[src/rtl/lh_pkg.sv]
package lh_pkg;
  // byte offset below the instruction word index
  localparam int unsigned WORD_LSB = 2;
endpackage

[src/rtl/lh_hist_table.sv]
module lh_hist_table #(
  parameter int unsigned PC_W   = 32,
  parameter int unsigned IDX_W  = 4,
  parameter int unsigned HIST_W = 4
) (
  input  logic              clk,
  input  logic              rst_n,
  input  logic [PC_W-1:0]   rd_pc,
  output logic [HIST_W-1:0] rd_hist,
  input  logic              wr_en,
  input  logic [PC_W-1:0]   wr_pc,
  input  logic              wr_taken
);
  localparam int unsigned DEPTH = 1 << IDX_W;

  logic [HIST_W-1:0] hist_q [DEPTH];
  logic [HIST_W-1:0] hist_d [DEPTH];
  logic [IDX_W-1:0]  rd_idx, wr_idx;
  logic [HIST_W-1:0] shifted;

  assign rd_idx  = rd_pc[lh_pkg::WORD_LSB +: IDX_W];
  assign wr_idx  = wr_pc[lh_pkg::WORD_LSB +: IDX_W];
  assign rd_hist = hist_q[rd_idx];

  generate
    if (HIST_W == 1) begin : g_one
      assign shifted = wr_taken;
    end else begin : g_many
      assign shifted = {hist_q[wr_idx][HIST_W-2:0], wr_taken};
    end
  endgenerate

  always_comb begin
    hist_d = hist_q;
    hist_d[wr_idx] = shifted;
  end

  always_ff @(posedge clk or negedge rst_n) begin
    if (!rst_n) begin
      for (int i = 0; i < int'(DEPTH); i++) hist_q[i] <= '0;
    end else if (wr_en) begin
      hist_q <= hist_d;
    end
  end
endmodule

[src/rtl/lh_pattern_table.sv]
module lh_pattern_table #(
  parameter int unsigned HIST_W = 4,
  parameter int unsigned CTR_W  = 2
) (
  input  logic              clk,
  input  logic              rst_n,
  input  logic [HIST_W-1:0] rd_hist,
  output logic              rd_taken,
  input  logic              wr_en,
  input  logic [HIST_W-1:0] wr_hist,
  input  logic              wr_taken
);
  localparam int unsigned DEPTH = 1 << HIST_W;
  localparam logic [CTR_W-1:0] CTR_MAX  = '1;
  localparam logic [CTR_W-1:0] CTR_INIT = CTR_W'((1 << (CTR_W - 1)) - 1);

  logic [CTR_W-1:0] ctr_q [DEPTH];
  logic [CTR_W-1:0] ctr_d [DEPTH];
  logic [CTR_W-1:0] cur;

  assign rd_taken = ctr_q[rd_hist][CTR_W-1];

  always_comb begin
    ctr_d = ctr_q;
    cur   = ctr_q[wr_hist];
    if (wr_taken && cur != CTR_MAX)
      ctr_d[wr_hist] = cur + CTR_W'(1);
    else if (!wr_taken && cur != '0)
      ctr_d[wr_hist] = cur - CTR_W'(1);
  end

  always_ff @(posedge clk or negedge rst_n) begin
    if (!rst_n) begin
      for (int i = 0; i < int'(DEPTH); i++) ctr_q[i] <= CTR_INIT;
    end else if (wr_en) begin
      ctr_q <= ctr_d;
    end
  end
endmodule

[src/rtl/lh_target_buf.sv]
module lh_target_buf #(
  parameter int unsigned PC_W  = 32,
  parameter int unsigned IDX_W = 4
) (
  input  logic            clk,
  input  logic            rst_n,
  input  logic [PC_W-1:0] rd_pc,
  output logic            rd_hit,
  output logic [PC_W-1:0] rd_target,
  input  logic            wr_en,
  input  logic [PC_W-1:0] wr_pc,
  input  logic [PC_W-1:0] wr_target
);
  localparam int unsigned DEPTH   = 1 << IDX_W;
  localparam int unsigned TAG_LSB = IDX_W + lh_pkg::WORD_LSB;
  localparam int unsigned TAG_W   = PC_W - TAG_LSB;

  logic             vld_q [DEPTH];
  logic [TAG_W-1:0] tag_q [DEPTH];
  logic [PC_W-1:0]  tgt_q [DEPTH];
  logic [IDX_W-1:0] rd_idx, wr_idx;
  logic [TAG_W-1:0] rd_tag, wr_tag;

  assign rd_idx    = rd_pc[lh_pkg::WORD_LSB +: IDX_W];
  assign wr_idx    = wr_pc[lh_pkg::WORD_LSB +: IDX_W];
  assign rd_tag    = rd_pc[PC_W-1:TAG_LSB];
  assign wr_tag    = wr_pc[PC_W-1:TAG_LSB];
  assign rd_hit    = vld_q[rd_idx] && (tag_q[rd_idx] == rd_tag);
  assign rd_target = tgt_q[rd_idx];

  always_ff @(posedge clk or negedge rst_n) begin
    if (!rst_n) begin
      for (int i = 0; i < int'(DEPTH); i++) vld_q[i] <= 1'b0;
    end else if (wr_en) begin
      vld_q[wr_idx] <= 1'b1;
    end
  end

  always_ff @(posedge clk) begin
    if (wr_en) begin
      tag_q[wr_idx] <= wr_tag;
      tgt_q[wr_idx] <= wr_target;
    end
  end
endmodule

[src/rtl/local_hist_pred.sv]
module local_hist_pred #(
  parameter int unsigned PC_W       = 32,
  parameter int unsigned HIST_IDX_W = 4,
  parameter int unsigned HIST_W     = 4,
  parameter int unsigned CTR_W      = 2,
  parameter int unsigned TGT_IDX_W  = 4
) (
  input  logic              clk,
  input  logic              rst_n,
  input  logic [PC_W-1:0]   fetch_pc,
  output logic              pred_taken,
  output logic [HIST_W-1:0] pred_hist,
  output logic              pred_hit,
  output logic [PC_W-1:0]   pred_target,
  input  logic              upd_en,
  input  logic [PC_W-1:0]   upd_pc,
  input  logic              upd_taken,
  input  logic [HIST_W-1:0] upd_hist,
  input  logic [PC_W-1:0]   upd_target
);
  logic tgt_wr;
  assign tgt_wr = upd_en && upd_taken;

  lh_hist_table #(.PC_W(PC_W), .IDX_W(HIST_IDX_W), .HIST_W(HIST_W)) u_hist (
    .clk(clk), .rst_n(rst_n),
    .rd_pc(fetch_pc), .rd_hist(pred_hist),
    .wr_en(upd_en), .wr_pc(upd_pc), .wr_taken(upd_taken)
  );

  lh_pattern_table #(.HIST_W(HIST_W), .CTR_W(CTR_W)) u_pat (
    .clk(clk), .rst_n(rst_n),
    .rd_hist(pred_hist), .rd_taken(pred_taken),
    .wr_en(upd_en), .wr_hist(upd_hist), .wr_taken(upd_taken)
  );

  lh_target_buf #(.PC_W(PC_W), .IDX_W(TGT_IDX_W)) u_tgt (
    .clk(clk), .rst_n(rst_n),
    .rd_pc(fetch_pc), .rd_hit(pred_hit), .rd_target(pred_target),
    .wr_en(tgt_wr), .wr_pc(upd_pc), .wr_target(upd_target)
  );
endmodule

[config.mk]
export PLATFORM = sky130hd
export DESIGN_NAME = local_hist_pred
export DESIGN_NICKNAME = d
export VERILOG_FILES = /design/src/rtl/lh_pkg.sv /design/src/rtl/lh_hist_table.sv /design/src/rtl/lh_pattern_table.sv /design/src/rtl/lh_target_buf.sv /design/src/rtl/local_hist_pred.sv
export SDC_FILE = /design/constraint.sdc
export NUM_CORES = 1
export LEC_CHECK = 0
export CAP_MARGIN = 20
export CORE_MARGIN = 4
export CORE_UTILIZATION = 55
export DETAILED_ROUTE_END_ITERATION = 16
export DONT_BUFFER_PORTS = 1
export PLACE_DENSITY_LB_ADDON = 0.25
export RECOVER_POWER = 100
export SYNTH_ARGS = -nofsm -noshare
export SYNTH_HDL_FRONTEND = slang
export SYNTH_HIERARCHICAL = 1
export SYNTH_SLANG_ARGS = --single-unit
[constraint.sdc]
create_clock -name clk -period 9.1 [get_ports clk]
set_input_delay 2.73 -clock clk [delete_from_list [all_inputs] [get_ports clk]]
set_output_delay 2.73 -clock clk [all_outputs]
set_load 0.005 [all_outputs]
==> run metrics, run 1 <==
post-DP HPWL 48700 µm; 1st-pass router iterations 5; final core utilization 0.614; Total Wirelength 92200 µm; failing checks capacitance limit, slew limit, setup timing; grt total ovfl 0; Reg2Reg Setup Slack 6.27 ns; Worst Skew 0.0156 ns; Reg area 0.0307 mm²; DIE WIDTH 284 µm; CP endpoint kind output port; first-pass GRT wire length 138000 µm; clock root cell clkbuf_16; Antenna Diode Count 0; vias in the first global route 20805; initial antenna violation count 1; count leader, synth edfxtp_1; worst setup path end pred_taken; Netlist Area Pre-Place 0.0419 mm²; syn nets 2066; pwr dens 228 mW/mm²; overall power 10.5 mW; port buffer count 0; Vias 19805; total negative slack -0.274 ns; Compound-Gate Fraction of Synth Area 0.0170; post-CTS setup buffer count 0; Post-CTS Hold Buffers 0; # fillers 5143; initial drt markers 1981; CP top delay family multiplexers; TritonCTS Buffers 104; clk buf depth 3; final worst path period need 9.27 ns; reg2reg end u_pat/ctr_q[29]$_DFFE_PN0P_; maxcap violations 29; CTS tree done; endpoints failing setup 2; cells after synthesis 1960; GRT Overall Usage 0.231; standard-cell rows 100; required time worst endpoint 6.37 ns; total clock sinks 1040; Worst-path clk slew 0.06 ns; Area contributors post-synth edfxtp_1, mux4_2, dfrtp_1, mux2_2, mux2i_1; cell taking the most area after synthesis edfxtp_1; mux cell area share after synthesis 0.201; Final #Nets 2103; RePlAce Congestion 0.897; vias per std cell 6.49; Post-route DRC 0; multi-input logic area 0.0106 mm²; Final WS setup -0.173 ns; worst-path fanout max 280; Die Footprint 0.0807 mm²; Least-Margin Pin Slew 4.05 ns; Seq/Total Area, Yosys 0.732; Arrival @ worst endpoint 6.54 ns; Slowest-stage cell, CP mux4_2; Crit. Startpoint fetch_pc[2]; Worst path depth 6; status finished, violations left; Clock Latency Late Sink 0.66 ns; Die H 284 µm; DR WL/cell 30.2 µm; Yosys warning total 6; min-delay worst type reg2reg; Adder-Cell Fraction of Synth Area 0.000597; Post-Synth XOR/XNOR Area 0.00543; top_reg_cell synth edfxtp_1; crit path launch type primary input; share of layout cells above drive strength 1 0.286; Starting Density 0.559; crit path kind in2out; Core Region 0.0749 mm²; Synth cell types 72; period utilization 1.02; Layout area overhead 9.88%; Buf/Inv on CP 0; Post-Synth Simple-Gate Area 0.0295; FFs w/ async S/R, synth 0.108; synthesized area per cell 21.4 µm²; final hold slack 0.464 ns; slew margin rel. -1.70; top post-synthesis cells by count edfxtp_1, mux4_2, mux2_2; I/O pins 142; Synth Register Bits 1040; Fmax 0.108 GHz; fin. max-slew vios 1138; RSZ-0062 raised after global routing no; H-tree Lvls 3; post-cts resize count 0; critical path cell sequence mux4_2 > a22oi_1 > nand3_1 > mux4_2 > mux2i_1 > mux2i_1; largest net degree at the start of global routing 281; worst-case vdd ir drop 0.168 mV; r2r worst-path depth 7; Hold Vio Cnt, Final 0; EDFF count, synth 928; leakage 14.9 nW; max incr delay on CP 1.18 ns; largest family of logic cells by synthesized area multiplexers; Antenna Nets Post-Route 0; area share of the leading cell type in the synthesized netlist 0.665
## layout make-up
class	instances	area share
clock buffer	132	0.0613
clock inverter	61	0.0128
inverter	14	0.00117
multi-input combinational	808	0.229
sequential	1040	0.667
tap	969	0.0263
timing repair buffer	29	0.00266
## logic make-up after synthesis
| logic type | after synthesis |
|---|---|
| buf+inv | 112 |
| flops | 1040 |
| simple gates | 217 |
| compound gates | 98 |
| mux | 465 |
| xor+xnor | 26 |
| fa+ha+maj | 2 |
## layout by cell type, fill, tap and decap left out, types with 4 or more instances in the layout
cell type  count
or2_2         17
edfxtp_1     928
nand4_1        7
clkinv_2      14
clkbuf_16    108
clkbuf_1      45
xor2_1        13
nor2_4         4
a22oi_1        9
nand2b_1      11
mux2i_1       56
nor2_1        30
o22ai_1       17
mux2_2       111
nor4_1         7
a22o_1         5
clkinv_8       4
bufinv_16      8
inv_1         12
mux2_1        10
a21oi_1        9
nor3_1        30
nand3b_1       7
a31oi_1        8
nand2_1       44
dfstp_2       16
a211oi_1       5
o21ai_0        9
dfrtp_1       96
nor2b_1       14
xnor2_1       13
nand3_1       26
mux4_2       287
clkinv_1      27
## metal layers
| layer | part of all wire | wire length [µm] | global-route usage | up-vias |
|---|---|---|---|---|
| met3 | 0.083 | 7660 | 0.0537 | 118 |
| met2 | 0.50 | 46300 | 0.380 | 754 |
| met4 | 0.018 | 1670 | 0.0534 | 0 |
| met5 | 0 | 0 | 0 | - |
| li1 | - | - | - | 8279 |
| met1 | 0.40 | 36500 | 0.322 | 10654 |
## sequential cells by signal, indices dropped and copies added (netlist names), named ones only
register       count
u_tgt/vld_q       16
u_tgt/tag_q      416
u_tgt/tgt_q      512
u_pat/ctr_q       16
u_hist/hist_q     64
## worst reg2reg max path: stages (launching register included)
cell and delay (ns):
dfstp_2 0.37, mux4_2 0.47, nand3_1 0.13, nand4_1 0.11, ha_1 0.24, mux2_1 0.48
nor4_1 0.53, mux2_1 0.39
## worst min path at each step
stage	start	endpoint	slack, ns	cells after the start
2_1_floorplan	u_tgt/vld_q[14]$_DFFE_PN0P_	u_tgt/vld_q[14]$_DFFE_PN0P_	0.43	1
3_3_place_gp	u_tgt/vld_q[14]$_DFFE_PN0P_	u_tgt/vld_q[14]$_DFFE_PN0P_	0.45	1
3_5_place_dp	u_tgt/vld_q[4]$_DFFE_PN0P_	u_tgt/vld_q[4]$_DFFE_PN0P_	0.45	1
4_1_cts	u_tgt/vld_q[4]$_DFFE_PN0P_	u_tgt/vld_q[4]$_DFFE_PN0P_	0.46	1
5_1_grt	u_tgt/vld_q[4]$_DFFE_PN0P_	u_tgt/vld_q[4]$_DFFE_PN0P_	0.47	1
6_report	u_tgt/vld_q[4]$_DFFE_PN0P_	u_tgt/vld_q[4]$_DFFE_PN0P_	0.46	1
## power by group
part           switching [mW]  internal [mW]
Combinational           0.295          0.429
Clock                    1.78           2.43
Sequential              0.116           5.43
Total                    2.19           8.29
## metrics by stage
stage,cells,area (µm²),setup slack (ns)
after global placement,2859,42900,0.927
after CTS,3052,46300,0.948
final,3053,46000,-0.173
after detailed placement,2859,42900,0.944
after global routing,3053,46000,0.355
after floorplan,1960,41900,1.17
(Power assumes the default switching activity.)
==> run 2, diff against run 1 <==
--- a/config.mk
+++ b/config.mk
@@ -6,7 +6,7 @@
 export NUM_CORES = 1
 export LEC_CHECK = 0
 export CAP_MARGIN = 20
-export CORE_MARGIN = 4
+export CORE_MARGIN = 2
 export CORE_UTILIZATION = 55
 export DETAILED_ROUTE_END_ITERATION = 16
 export DONT_BUFFER_PORTS = 1
@@ -14,5 +14,4 @@
 export RECOVER_POWER = 100
 export SYNTH_ARGS = -nofsm -noshare
 export SYNTH_HDL_FRONTEND = slang
-export SYNTH_HIERARCHICAL = 1
 export SYNTH_SLANG_ARGS = --single-unit
==> run metrics, run 2 <==
status finished, violations left; failing checks capacitance limit, slew limit; vias in the first global route 20014; biggest regs u_tgt.tgt_q x512, u_tgt.tag_q x416, u_hist.hist_q x64; DIE WIDTH 279 µm; # fillers 5128; CP endpoint kind output port; initial antenna violation count 1; period utilization 0.966; Fmax 0.114 GHz; port buffer count 0; DR WL/cell 29.9 µm; Antenna Nets Post-Route 0; pwr dens 229 mW/mm²; fin. max-slew vios 896; Synth cell types 59; Antenna Diode Count 0; Core Region 0.0746 mm²; syn nets 2006; top_reg_cell synth edfxtp_1; Die H 279 µm; endpoints failing setup 0; worst-path fanout max 220; total clock sinks 1040; placed inst area 0.0423 mm²; Vias 19103; Worst Skew 0.0143 ns; Post-Synth XOR/XNOR Area 0.00803; Reg with most FFs u_tgt.tgt_q; most frequent cells in the layout edfxtp_1, mux4_2, clkbuf_16; total negative slack 0 ns; Post-route DRC 0; Starting Density 0.556; crit path launch type primary input; post-cts resize count 0; area share of the leading cell type in the synthesized netlist 0.672; GRT Overall Usage 0.236; TritonCTS Buffers 104; post-DP HPWL 45900 µm; standard-cell rows 100; Clock Latency Late Sink 0.67 ns; Seq/Total Area, Yosys 0.740; RSZ-0062 raised after global routing no; cells after synthesis 1900; commonest non-fill, non-tap cell in the layout edfxtp_1; met2 WL 44300 µm; Worst-path clk slew 0.06 ns; min-delay worst type reg2reg; slew margin rel. -1.83; Synth Register Bits 1040; clock root cell clkbuf_16; cell taking the most area after synthesis edfxtp_1; Least-Margin Pin Slew 4.24 ns; Area contributors post-synth edfxtp_1, mux4_2, dfrtp_1, mux2_2, mux2i_1; count leader, synth edfxtp_1; EDFF count, synth 928; share of layout cells above drive strength 1 0.284; Compound-Gate Fraction of Synth Area 0.0152; metal1 wirelength 36200 µm; H-tree Lvls 3; grt total ovfl 0; first-pass GRT wire length 132000 µm; Yosys warning total 0; RePlAce Congestion 0.858; post-CTS setup buffer count 0; fin area 0.0456 mm²; DR WL met3 7020 µm; Arrival @ worst endpoint 6.06 ns; Layout area overhead 10.1%; vias per std cell 6.40; Netlist Area Pre-Place 0.0414 mm²; I/O pins 142; worst-case vdd ir drop 0.159 mV; top post-synthesis cells by count edfxtp_1, mux4_2, dfrtp_1; Total Wirelength 89400 µm; required time worst endpoint 6.37 ns; Post-CTS Hold Buffers 0; 1st-pass router iterations 6; leakage 14.9 nW; crit path kind in2out; Final #Nets 2034; FFs w/ async S/R, synth 0.108; Hold Vio Cnt, Final 0; Reg2Reg Setup Slack 5.51 ns; initial drt markers 1868; CTS tree done; synthesized area per cell 21.8 µm²; Die Footprint 0.0776 mm²; Post-Synth Simple-Gate Area 0.0183; largest family of logic cells by synthesized area multiplexers; mux cell area share after synthesis 0.203; clk buf depth 3; maxcap violations 27; Top Metal Used met5; max reg flops 512; Adder-Cell Fraction of Synth Area 0.000604; final worst path period need 8.79 ns; largest net degree at the start of global routing 232
[run 2: changes by cell type in the layout (fill, tap and decap cells not counted), sizes merged, moves of 10 or more]
| cell | before | now |
|---|---|---|
| mux4 | 288 | 301 |
| xnor2 | 13 | 24 |
| nand2 | 44 | 32 |
| o21ai | 11 | 24 |
| o22ai | 17 | 3 |
| mux2 | 121 | 85 |
| clkbuf | 158 | 138 |
| a21oi | 9 | 21 |
| nand3 | 26 | 8 |
| inv | 14 | 24 |
| nor3 | 32 | 7 |
| mux2i | 56 | 66 |
[run 2: metal layers]
metal	GRT usage	vias up
li1	-	7996
met1	0.326	10283
met2	0.383	678
met3	0.0573	144
met4	0.0615	2
met5	0	-
[run 2: cell type report]
class                      count  area [µm²]  area share
timing repair buffer          19        82.6     0.00181
multi-input combinational    737       10100       0.222
clock inverter                72         703      0.0154
tap                          969        1210      0.0266
inverter                      26         105     0.00230
sequential                  1040       30700       0.673
clock buffer                 122        2690      0.0590
[run 2: path summary, 6_finish.rpt]
path / startpoint / end / cells past startpoint
min: u_tgt.vld_q[15]$_DFFE_PN0P_ / u_tgt.vld_q[15]$_DFFE_PN0P_ / 1
min in group asynchronous: rst_n / u_pat.ctr_q[15]$_DFFE_PN0P_ / 0
max reg2reg: flip-flop / u_pat.ctr_q[31]$_DFFE_PN0P_ / 10
min reg2reg: u_tgt.vld_q[15]$_DFFE_PN0P_ / u_tgt.vld_q[15]$_DFFE_PN0P_ / 1
max: fetch_pc[2] / pred_hit / 7
max in group asynchronous: rst_n / u_hist.hist_q[37]$_DFFE_PN0P_ / 0
[run 2: where the power goes]
part | internal [mW] | leakage [nW] | switching (mW)
Combinational | 0.411 | 3.45 | 0.284
Sequential | 5.43 | 9.76 | 0.109
Clock | 2.46 | 1.66 | 1.77
[run 2: logic make-up after synthesis]
| kind of cell | after synthesis |
|---|---|
| flops | 1040 |
| mux | 452 |
| simple gates | 150 |
| buf+inv | 123 |
| compound gates | 95 |
| xor+xnor | 38 |
| fa+ha+maj | 2 |
[run 2: through the flow]
| stage | cells | hold WS [ns] | power, mW | setup WS [ns] | util |
|---|---|---|---|---|---|
| 6_report | 2985 | 0.465 | 10.5 | 0.309 | 0.612 |
| 4_1_cts | 2984 | 0.468 | 10.5 | 0.893 | 0.613 |
| 5_1_grt | 2985 | 0.479 | 10.8 | 0.516 | 0.612 |
| 2_1_floorplan | 1900 | 0.429 | 6.22 | 1.34 | - |
| 3_3_place_gp | 2790 | 0.446 | 6.29 | 0.901 | 0.568 |
| 3_5_place_dp | 2790 | 0.451 | 6.32 | 0.883 | 0.568 |
[run 2: worst max-delay path, cell delays in order]
cell and delay [ns]:
inv_2 0.77, mux2i_1 0.47, o21bai_1 0.09, or4_1 0.48, o31ai_1 0.34, o2111ai_1 0.20
nor4_1 0.51
==> run 3, diff against run 2 <==
--- a/config.mk
+++ b/config.mk
@@ -14,4 +14,5 @@
 export RECOVER_POWER = 100
 export SYNTH_ARGS = -nofsm -noshare
 export SYNTH_HDL_FRONTEND = slang
+export SYNTH_HIERARCHICAL = 1
 export SYNTH_SLANG_ARGS = --single-unit
==> run metrics, run 3 (synthesis results as in run 1) <==
vias per std cell 6.50; DIE WIDTH 280 µm; status finished, violations left; Post-CTS Hold Buffers 0; Core Region 0.0757 mm²; I/O pins 142; reg2reg end u_pat/ctr_q[27]$_DFFE_PN0P_; vias in the first global route 20725; switch share 0.206; Hold Vio Cnt, Final 0; Hold Startpoint u_tgt/vld_q[14]$_DFFE_PN0P_; slew margin rel. -1.82; worst-path fanout max 280; post-CTS setup buffer count 0; leakage 15.0 nW; hold path cells 1; worst-case vdd ir drop 0.177 mV; multi-input logic area 0.0105 mm²; Fmax 0.107 GHz; internal power 8.36 mW; H-tree Lvls 3; Reg2Reg Setup Slack 6.27 ns; sw power 2.17 mW; 1st-pass router iterations 7; maxcap violations 32; dpl cells 2866; Worst Skew 0.0150 ns; Comb power frac 0.069; endpoints failing setup 2; Least-Margin Pin Slew 4.23 ns; # fillers 5237; post-DP HPWL 48300 µm; pwr dens 229 mW/mm²; Die Footprint 0.0784 mm²; Vias 19940; r2r worst-path depth 7; initial drt markers 1883; Final WS setup -0.273 ns; port buffer count 0; clock root cell clkbuf_16; final worst path period need 9.37 ns; commonest non-fill, non-tap cell in the layout edfxtp_1; max reg flops 512; final core utilization 0.608; crit path kind in2out; Final #Nets 2103; TritonCTS Buffers 106; min-delay worst type reg2reg; total clock sinks 1040; biggest regs u_tgt/tgt_q x512, u_tgt/tag_q x416, u_hist/hist_q x64; Total Wirelength 92900 µm; standard-cell rows 101; Clock Latency Late Sink 0.66 ns; Worst-path clk slew 0.06 ns; Die H 280 µm; RSZ-0062 raised after global routing no; Reg with most FFs u_tgt/tgt_q; fin. max-slew vios 1199; Post-route DRC 0; grt total ovfl 0; DR WL/cell 30.3 µm; CTS tree done; largest net degree at the start of global routing 281; GRT Overall Usage 0.240; period utilization 1.03; required time worst endpoint 6.37 ns; failing checks capacitance limit, slew limit, setup timing; Layout area overhead 9.90%; Flop pwr share 0.527; Hold Path End u_tgt/vld_q[14]$_DFFE_PN0P_; Starting Density 0.554; clk buf depth 3; Antenna Nets Post-Route 0; Arrival @ worst endpoint 6.64 ns; share of layout cells above drive strength 1 0.290; most frequent cells in the layout edfxtp_1, mux4_2, mux2_2; first-pass GRT wire length 137000 µm; Clk network pwr share 0.405; FF-to-FF Start u_pat/ctr_q[17]$_DFFE_PN0P_; CP endpoint kind output port; post-cts resize count 0; fin cells 3066; initial antenna violation count 0; Reg area 0.0307 mm²; crit path launch type primary input; RePlAce Congestion 0.870
run 3: cell types whose count changed in the layout (fill, tap and decap cells not counted), moves of 10 or more:
cell | previous run | this run
mux2_2 | 85 | 114
nor3_1 | 7 | 31
nand3_1 | 8 | 26
o21ai_0 | 24 | 9
o22ai_1 | 3 | 17
a21oi_1 | 21 | 9
nand2_1 | 32 | 44
mux4_2 | 298 | 287
xnor2_1 | 24 | 13
mux2i_1 | 66 | 56
run 3: metrics by stage:
stage               TNS (ns)  power (mW)  hold slack [ns]  worst slack [ns]  instance area [µm²]
finish                -0.397        10.5            0.468            -0.273                46100
global route               0        10.8            0.476             0.530                46100
global placement           0        6.31            0.446             0.935                42900
floorplan                  0        6.25            0.434              1.17                41900
detailed placement         0        6.36            0.451              1.01                42900
CTS                        0        10.6            0.467              1.03                46300
run 3: power groups by stage:
stage | Combinational, mW | Sequential [mW] | Clock (mW)
after CTS | 0.724 | 5.54 | 4.33
final | 0.724 | 5.55 | 4.26
after global placement | 0.698 | 5.61 | 0
after floorplan | 0.653 | 5.60 | 0
after global routing | 0.762 | 5.57 | 4.52
after detailed placement | 0.722 | 5.64 | 0
run 3: worst max-delay path by stage:
stage                            from                           to  slack [ns]  depth (start not counted)
after floorplan                upd_en  u_tgt/vld_q[15]$_DFFE_PN0P_        1.17                          4
after CTS                 fetch_pc[3]                     pred_hit        1.03                          8
final                     fetch_pc[2]                     pred_hit       -0.27                          7
after global routing      fetch_pc[2]                     pred_hit        0.53                          7
after detailed placement  fetch_pc[3]                     pred_hit        1.01                          8
after global placement    fetch_pc[2]                     pred_hit        0.94                          7
run 3: layout make-up:
cell class,instances,share of cell area
Antenna cell,1,0.0000543
Clock buffer,134,0.0619
Clock inverter,64,0.0128
Inverter,14,0.00117
Multi-Input combinational cell,808,0.229
Sequential cell,1040,0.666
Tap cell,978,0.0266
Timing Repair Buffer,27,0.00266
run 3: worst max-delay path, stage by stage:
cell	delay, ns
mux4_2	1.13
nand2_1	0.10
nand2_1	0.14
xnor2_1	0.17
or4_1	0.51
a221o_1	0.31
nor4_1	0.63
run 3: layer usage:
layer / up-vias / track usage / part of all wire
met5: - / 0 / 0
met1: 10804 / 0.327 / 0.40
met4: 0 / 0.0568 / 0.019
met2: 718 / 0.398 / 0.51
li1: 8288 / - / -
met3: 130 / 0.0581 / 0.077
